**config.mk**
```make
export PLATFORM = sky130hd
export DESIGN_NAME = pm_event_block
export DESIGN_NICKNAME = d
export VERILOG_FILES = /design/src/rtl/pm_pkg.sv /design/src/rtl/pm_tmr.sv /design/src/rtl/pm_evt_regs.sv /design/src/rtl/pm_slp_ctl.sv /design/src/rtl/pm_event_block.sv
export SDC_FILE = /design/constraint.sdc
export NUM_CORES = 1
export LEC_CHECK = 0
export ABC_AREA = 1
export ABC_CLOCK_PERIOD_IN_PS = 3750
export BUFFER_PORTS_ARGS = -buffer_cell sky130_fd_sc_hd__buf_2
export CAP_MARGIN = 10
export CELL_PAD_IN_SITES_DETAIL_PLACEMENT = 1
export CELL_PAD_IN_SITES_GLOBAL_PLACEMENT = 1
export CORE_MARGIN = 1.5
export CORE_UTILIZATION = 45
export CTS_BUF_LIST = sky130_fd_sc_hd__clkbuf_8
export DETAILED_ROUTE_END_ITERATION = 10
export PLACE_DENSITY_LB_ADDON = 0.1
export SLEW_MARGIN = 20
export SYNTH_ARGS = -nofsm -noshare
export SYNTH_HDL_FRONTEND = slang
export SYNTH_HIERARCHICAL = 1
export SYNTH_SLANG_ARGS = --single-unit
```
**constraint.sdc**
```tcl
create_clock -name clk -period 3.75 [get_ports clk]
set_clock_uncertainty 0.15 [all_clocks]
set_input_delay 0.75 -clock clk [delete_from_list [all_inputs] [get_ports clk]]
set_output_delay 0.75 -clock clk [all_outputs]
set_load 0.01 [all_outputs]
```
**src/rtl/pm_pkg.sv**
```systemverilog
package pm_pkg;
    localparam int OFS_STS = 'h00;
    localparam int OFS_EN  = 'h02;
    localparam int OFS_CTL = 'h04;
    localparam int OFS_TMR = 'h08;

    localparam int BIT_TMROVF = 0;
    localparam int BIT_GBL    = 5;
    localparam int BIT_PWRBTN = 8;
    localparam int BIT_RTC    = 10;
    localparam int BIT_SLPEN  = 13;
    localparam int SLPTYP_LO  = 10;
    localparam int SLPTYP_W   = 3;

    localparam logic [15:0] SCI_MASK = 16'h0521;

    typedef enum logic {
        ST_RUN = 1'b0,
        ST_OFF = 1'b1
    } slp_state_t;
endpackage

```
**src/rtl/pm_tmr.sv**
```systemverilog
module pm_tmr #(
    parameter int TMR_W = 24
) (
    input  logic             clk,
    input  logic             rst_n,
    input  logic             tick,
    output logic [TMR_W-1:0] cnt,
    output logic             ovf
);
    logic [TMR_W-1:0] nxt;

    always_comb begin
        nxt = cnt + 1'b1;
        ovf = tick & (nxt[TMR_W-1] ^ cnt[TMR_W-1]);
    end

    always_ff @(posedge clk) begin
        if (!rst_n)
            cnt <= '0;
        else if (tick)
            cnt <= nxt;
    end

    AST_TMR_HOLD: assert property (@(posedge clk) disable iff (!rst_n)
        !tick |=> $stable(cnt));
endmodule

```
**src/rtl/pm_evt_regs.sv**
```systemverilog
module pm_evt_regs
    import pm_pkg::*;
#(
    parameter int REG_W = 16
) (
    input  logic             clk,
    input  logic             rst_n,
    input  logic             wr_sts,
    input  logic             wr_en,
    input  logic [REG_W-1:0] wdata,
    input  logic [REG_W-1:0] set_vec,
    output logic [REG_W-1:0] sts,
    output logic [REG_W-1:0] en,
    output logic             sci
);
    localparam logic [REG_W-1:0] MASK = REG_W'(SCI_MASK);

    logic [REG_W-1:0] clr_vec;
    logic [REG_W-1:0] sts_nxt;

    always_comb begin
        clr_vec = wr_sts ? wdata : '0;
        sts_nxt = (sts & ~clr_vec) | set_vec;
    end

    always_ff @(posedge clk) begin
        if (!rst_n) begin
            sts <= '0;
            en  <= '0;
            sci <= 1'b0;
        end else begin
            sts <= sts_nxt;
            if (wr_en)
                en <= wdata;
            sci <= |(sts & en & MASK);
        end
    end

    AST_EVT_SET_WINS: assert property (@(posedge clk) disable iff (!rst_n)
        set_vec[BIT_RTC] |=> sts[BIT_RTC]);
    AST_W1C_CLEARS: assert property (@(posedge clk) disable iff (!rst_n)
        (wr_sts && wdata[BIT_TMROVF] && !set_vec[BIT_TMROVF]) |=> !sts[BIT_TMROVF]);
endmodule

```
**src/rtl/pm_slp_ctl.sv**
```systemverilog
module pm_slp_ctl
    import pm_pkg::*;
#(
    parameter int REG_W = 16
) (
    input  logic             clk,
    input  logic             rst_n,
    input  logic             wr_ctl,
    input  logic [REG_W-1:0] wdata,
    output logic [REG_W-1:0] ctl,
    output logic             poweroff
);
    slp_state_t state, state_nxt;
    logic       go_off;

    always_comb begin
        go_off = wr_ctl && wdata[BIT_SLPEN] &&
                 (wdata[SLPTYP_LO +: SLPTYP_W] == '0);
    end

    always_comb begin
        state_nxt = state;
        unique case (state)
            ST_RUN: if (go_off) state_nxt = ST_OFF; // GO_OFF
            ST_OFF: state_nxt = ST_RUN;             // BACK_RUN
        endcase
    end

    always_ff @(posedge clk) begin
        if (!rst_n) begin
            state <= ST_RUN;
            ctl   <= '0;
        end else begin
            state <= state_nxt;
            if (wr_ctl) begin
                ctl            <= wdata;
                ctl[BIT_SLPEN] <= 1'b0;
            end
        end
    end

    always_comb begin
        poweroff = (state == ST_OFF);
    end

    AST_PWROFF_ONE_CYCLE: assert property (@(posedge clk) disable iff (!rst_n)
        poweroff |=> !poweroff);
    AST_PWROFF_CAUSE: assert property (@(posedge clk) disable iff (!rst_n)
        $rose(poweroff) |-> $past(wr_ctl && wdata[BIT_SLPEN] &&
                                  wdata[SLPTYP_LO +: SLPTYP_W] == '0));
    AST_SLPEN_NOT_KEPT: assert property (@(posedge clk) disable iff (!rst_n)
        !ctl[BIT_SLPEN]);
endmodule

```
**src/rtl/pm_event_block.sv**
```systemverilog
module pm_event_block
    import pm_pkg::*;
#(
    parameter int ADDR_W = 6,
    parameter int REG_W  = 16,
    parameter int DATA_W = 32,
    parameter int TMR_W  = 24
) (
    input  logic              clk,
    input  logic              rst_n,
    input  logic              tmr_tick,
    input  logic              evt_rtc,
    input  logic              evt_pwrbtn,
    input  logic              evt_gbl,
    input  logic              bus_wr,
    input  logic [ADDR_W-1:0] bus_addr,
    input  logic [REG_W-1:0]  bus_wdata,
    output logic [DATA_W-1:0] bus_rdata,
    output logic              sci,
    output logic              poweroff_req
);
    localparam logic [ADDR_W-1:0] A_STS = ADDR_W'(OFS_STS);
    localparam logic [ADDR_W-1:0] A_EN  = ADDR_W'(OFS_EN);
    localparam logic [ADDR_W-1:0] A_CTL = ADDR_W'(OFS_CTL);
    localparam logic [ADDR_W-1:0] A_TMR = ADDR_W'(OFS_TMR);

    logic [TMR_W-1:0] tmr_cnt;
    logic             tmr_ovf;
    logic [REG_W-1:0] sts, en, ctl, set_vec;
    logic             wr_sts, wr_en, wr_ctl;

    always_comb begin
        wr_sts = bus_wr && (bus_addr == A_STS);
        wr_en  = bus_wr && (bus_addr == A_EN);
        wr_ctl = bus_wr && (bus_addr == A_CTL);
        set_vec             = '0;
        set_vec[BIT_TMROVF] = tmr_ovf;
        set_vec[BIT_GBL]    = evt_gbl;
        set_vec[BIT_PWRBTN] = evt_pwrbtn;
        set_vec[BIT_RTC]    = evt_rtc;
    end

    pm_tmr #(.TMR_W(TMR_W)) u_tmr (
        .clk  (clk),
        .rst_n(rst_n),
        .tick (tmr_tick),
        .cnt  (tmr_cnt),
        .ovf  (tmr_ovf)
    );

    pm_evt_regs #(.REG_W(REG_W)) u_evt (
        .clk    (clk),
        .rst_n  (rst_n),
        .wr_sts (wr_sts),
        .wr_en  (wr_en),
        .wdata  (bus_wdata),
        .set_vec(set_vec),
        .sts    (sts),
        .en     (en),
        .sci    (sci)
    );

    pm_slp_ctl #(.REG_W(REG_W)) u_slp (
        .clk     (clk),
        .rst_n   (rst_n),
        .wr_ctl  (wr_ctl),
        .wdata   (bus_wdata),
        .ctl     (ctl),
        .poweroff(poweroff_req)
    );

    always_comb begin
        bus_rdata = '0;
        if (bus_addr == A_STS)
            bus_rdata = DATA_W'(sts);
        else if (bus_addr == A_EN)
            bus_rdata = DATA_W'(en);
        else if (bus_addr == A_CTL)
            bus_rdata = DATA_W'(ctl);
        else if (bus_addr == A_TMR)
            bus_rdata = DATA_W'(tmr_cnt);
    end

    AST_OVF_SETS_STS: assert property (@(posedge clk) disable iff (!rst_n)
        tmr_ovf |=> sts[BIT_TMROVF]);
endmodule

```
[Word-level counts from Yosys, hierarchy flattened]
Cells that the tools add are included.
Word-level totals
  flip-flop bits (word level): 73
  input port bits: 29
  output and inout bits: 34
  logic and storage cells: 32
Cells by class
  add/sub/neg operators: 1
  eq/ne operators: 3
  muxes and demuxes: 7
  bitwise operators: 7
  reductions and logical operators: 8
Operators by type and width (count)
  $mux W24: 4
  $add A24 B1 Y24 const B: 1
  $and A16 B16 Y16: 1
  $mux W16: 1
  $not A16 Y16: 1
  $or A16 B11 Y16: 1
  $and A11 B11 Y11: 1
  $eq A6 B2 Y1 const B: 1
  $eq A6 B3 Y1 const B: 1
  $eq A6 B4 Y1 const B: 1
  $logic_not A6 Y1: 1
  $logic_and A1 B1 Y1: 5
  $reduce_or A4 Y1: 1
  $logic_not A3 Y1: 1
  $pmux W1 S2: 1
  $and A1 B1 Y1: 1
  $mux W1: 1
  $not A1 Y1: 1
  $xor A1 B1 Y1: 1

[Depth between registers and ports, before layout]
  depth in word-level cells: 6
  mapped depth: 9

[Hierarchy]
Netlist, hierarchy kept.
Modules (own cells, without submodules)
  pm_tmr: instances 1, cells each 195, area each 1345.0 sq um
  pm_evt_regs: instances 1, cells each 145, area each 1152.4 sq um
  pm_event_block: instances 1, cells each 139, area each 805.8 sq um
  pm_slp_ctl: instances 1, cells each 72, area each 596.8 sq um

[Worst setup path after synthesis]
OpenSTA, ideal clock, no wires.
  path kind: input to register
  start point: input bus_addr[0]
  end point: register u_slp.ctl[14]
  arrival time: 2231 ps
  setup slack: 1253 ps
  stages: 8
  buffers on the path: 2
  path through: nor2_1 buf_2 nand2_1 nor4_1 inv_2 buf_6 nor2_2 nor2_1
On the way
  longest elaborated chain between the ends: 2
Ends and longest elaborated chain
  from (decl): line pm_event_block.sv:16  | input logic [ADDR_W-1:0] bus_addr,
  $eq A6 B3 Y1: line pm_event_block.sv:35  | wr_ctl = bus_wr && (bus_addr == A_CTL);
  $logic_and A1 B1 Y1: line pm_event_block.sv:35
  named net wr_ctl: line pm_event_block.sv:30  | logic wr_sts, wr_en, wr_ctl;
  to (signal assigned): line pm_slp_ctl.sv:36  | ctl <= wdata;
  to (decl): line pm_slp_ctl.sv:10  | output logic [REG_W-1:0] ctl,
The timed path passes the listed nets, and every way through them passes these cells.
A chain may end at the register's enable or synchronous reset.

[Worst setup path after layout]
  start point: input bus_addr[0]
  end point: output bus_rdata[1]
On the way
  longest elaborated chain between the ends: 5
  elaborated cells between the ends (all ways): 8
  those cells by class: eq/ne: 3; mux: 4; reduce/logical: 1
Ends and longest elaborated chain
  $eq A6 B4 Y1: line pm_event_block.sv:80  | else if (bus_addr == A_TMR)
  $mux W24: line pm_event_block.sv:80
  $mux W24: line pm_event_block.sv:78  | else if (bus_addr == A_CTL)
  $mux W24: line pm_event_block.sv:76  | else if (bus_addr == A_EN)
  $mux W24 (*): line pm_event_block.sv:74  | if (bus_addr == A_STS)
  to (decl): line pm_event_block.sv:18  | output logic [DATA_W-1:0] bus_rdata,
Mark *: on every way between the ends. The rest lies on a longest branch, timed or not.

==> out/metrics.cfg <==
[route]
drt_iter0_markers=212
avgViaCountPerCell=5.56
ant_nets=0
first_pass_iters=5
wl_per_cell_um=16.7
drc=0
num_vias=3984
wirelength_um=11900

[worst_setup_path]
worstPathMaxFanout=29
cp.arrival_ns=2.13
worst-endpoint-required_ns=2.85
reg2reg_depth=9
crit_type=input port to primary output
cp-start-kind=input port
reg2reg_slack_ns=1.90
critPathCaptureType=primary output

[place]
io_buffers=54
dp_slack_ns=0.749
dpl.hpwl_um=8490
place.gp.congestion=0.840

[floorplanning]
core_um2=8300
start_util_pct=47.0
dieArea_um2=9230
die_w_um=96.1
pin_count=63
rows=33
die_h_um=96.1

[sta]
fmax_mhz=330
setup_viol=0
maxSlewViolCount=0
tns_ns=0
relSlewSlack_pct=55.2
rsz0062_at_grt=false
finalCriticalPeriod_ns=3.03
setup_ws_ns=0.716
tightestPinTransition_ns=0.670
finalHoldViolCount=0
period_share_pct=80.9

[clock_network]
h-tree-depth=3
cts_setup_buffers=0
clk_path_buf_depth=2
hold_buffers=0
clk_latency_ns=0.34
cts_tree=done
tritoncts_num_sinks=73
cts_buffers=9
cts_resized=0
clkTransAtPathRegs_ns=0.08
root_buffer=clkbuf_8

[grt]
grt_use_met3_pct=4.27
grt_pass1_wl_um=19600
busiest_layer=met2
grt_max_degree=34
grt_overflow=0
grt_pass1_vias=4052
grt_use_met2_pct=49.0
antenna_found_initial=0
track_usage_pct=27.9
use_met1_pct=34.7

[cells_and_area]
layout_commonest_cell=nor2_1
area.growth.synth_to_final_pct=13.3
drive_gt1_share_pct=20.5
diodes=0
fin_util_pct=53.3
nets=636
mostFrequentLayoutCells=115 x nor2_1, 84 x nand4_1, 73 x dfxtp_1, 72 x nand2_1, 54 x buf_2

[min_path]
hold_path_depth=2
hold_class=register to register

[logic_synthesis]
yosysUniqueCellTypes=30
synth_seq_cells=73
synth_area_leaders=dfxtp_1 37%, nand4_1 13%, nor2_1 11%
yosysTopAreaCellShare_pct=37.5
yosys_warnings=6
synth-seq-area-share_pct=37.5
syn_area_per_cell_um2=7.08
syn-cell-area_um2=3900
synth_area_leader_cell=dfxtp_1
synth_cells=551

[power_and_ir_drop]
irDropWorstVdd_mv=0.174
power.density_nw_per_um2=351
leakage_nw=1.78

[job]
maxCapViolCount=0

[status]
status=complete, no violations

metal layers:
metal / routed length (um) / vias up
li1: - / 1955
met1: 5220 / 1936
met2: 6010 / 79
met3: 545 / 14
met4: 146 / 0
met5: 0 / -
critical path, stage by stage:
cell and delay, ns:
buf_2 0.12, nor2_4 0.54, buf_4 0.30, nand4_1 0.14, nand4_1 0.14, buf_2 0.14
sequential cells by signal, summed over array words and instances (netlist names):
signal / cells
u_evt/sci: 1
u_tmr/cnt: 24
u_slp/ctl: 15
u_slp/poweroff: 1
u_evt/sts: 16
u_evt/en: 16
cell usage after synthesis:
master    count
nand4_1      84
nor3_4        1
conb_1        2
inv_1        34
a21boi_1      1
nand3_1      10
nor2_2       17
a31oi_1       1
nand2_2       4
nand3_2       4
a211oi_1      1
clkbuf_1      8
a21oi_1      30
nand2_1      72
nand3_4       3
ha_1          1
o21a_1        2
nor2_4        8
nor4_1        3
dfxtp_1      73
nor2_1      117
o21ai_1      15
buf_4        16
buf_6         4
inv_2         4
nor3_1        1
buf_2        11
o21ai_0      22
o21bai_1      1
and3_2        1
report_power, final:
group / switching, mW / internal [mW] / total, mW / leakage [nW]
clock: 0.317 / 0.307 / 0.625 / 0.0970
combinational: 0.0889 / 0.0342 / 0.123 / 1.09
sequential: 0.0127 / 0.791 / 0.803 / 0.594
total: 0.419 / 1.13 / 1.55 / 1.78
final timing paths:
path / to / startpoint
max: bus_rdata[1] / bus_addr[0]
min: u_slp/ctl[10] / u_slp/ctl[10]
max reg2reg: u_tmr/cnt[16] / u_tmr/cnt[0]
min reg2reg: u_slp/ctl[10] / u_slp/ctl[10]
stage by stage:
| stage | instance area, um2 | instances | power [mW] | hold slack, ns |
|---|---|---|---|---|
| finish | 4420 | 716 | 1.55 | 0.338 |
| global route | 4420 | 716 | 1.61 | 0.376 |
| CTS | 4420 | 716 | 1.56 | 0.345 |
| detailed placement | 4230 | 700 | 0.943 | 0.322 |
| global placement | 4230 | 700 | 0.939 | 0.317 |
| floorplan | 3970 | 570 | 0.900 | 0.290 |
logic make-up after synthesis:
logic type / count (synthesis) / synth area share [%]
AND/OR/NAND/NOR: 325 / 42.2
AO/OA/AOI/OAI: 73 / 9.72
buffers and inverters: 77 / 10.1
other: 2 / 0.193
adder cells (fa/ha/maj): 1 / 0.321
flip-flops: 73 / 37.5
area by class of cell:
type | count | area, um2
Clock buffer | 9 | 124
Clock inverter | 7 | 71.3
Fill cell | 1123 | 3880
Inverter | 38 | 143
Multi-Input combinational cell | 420 | 2140
Sequential cell | 73 | 1460
Tap cell | 105 | 131
Timing Repair Buffer | 64 | 345
(Power assumes the default switching activity.)
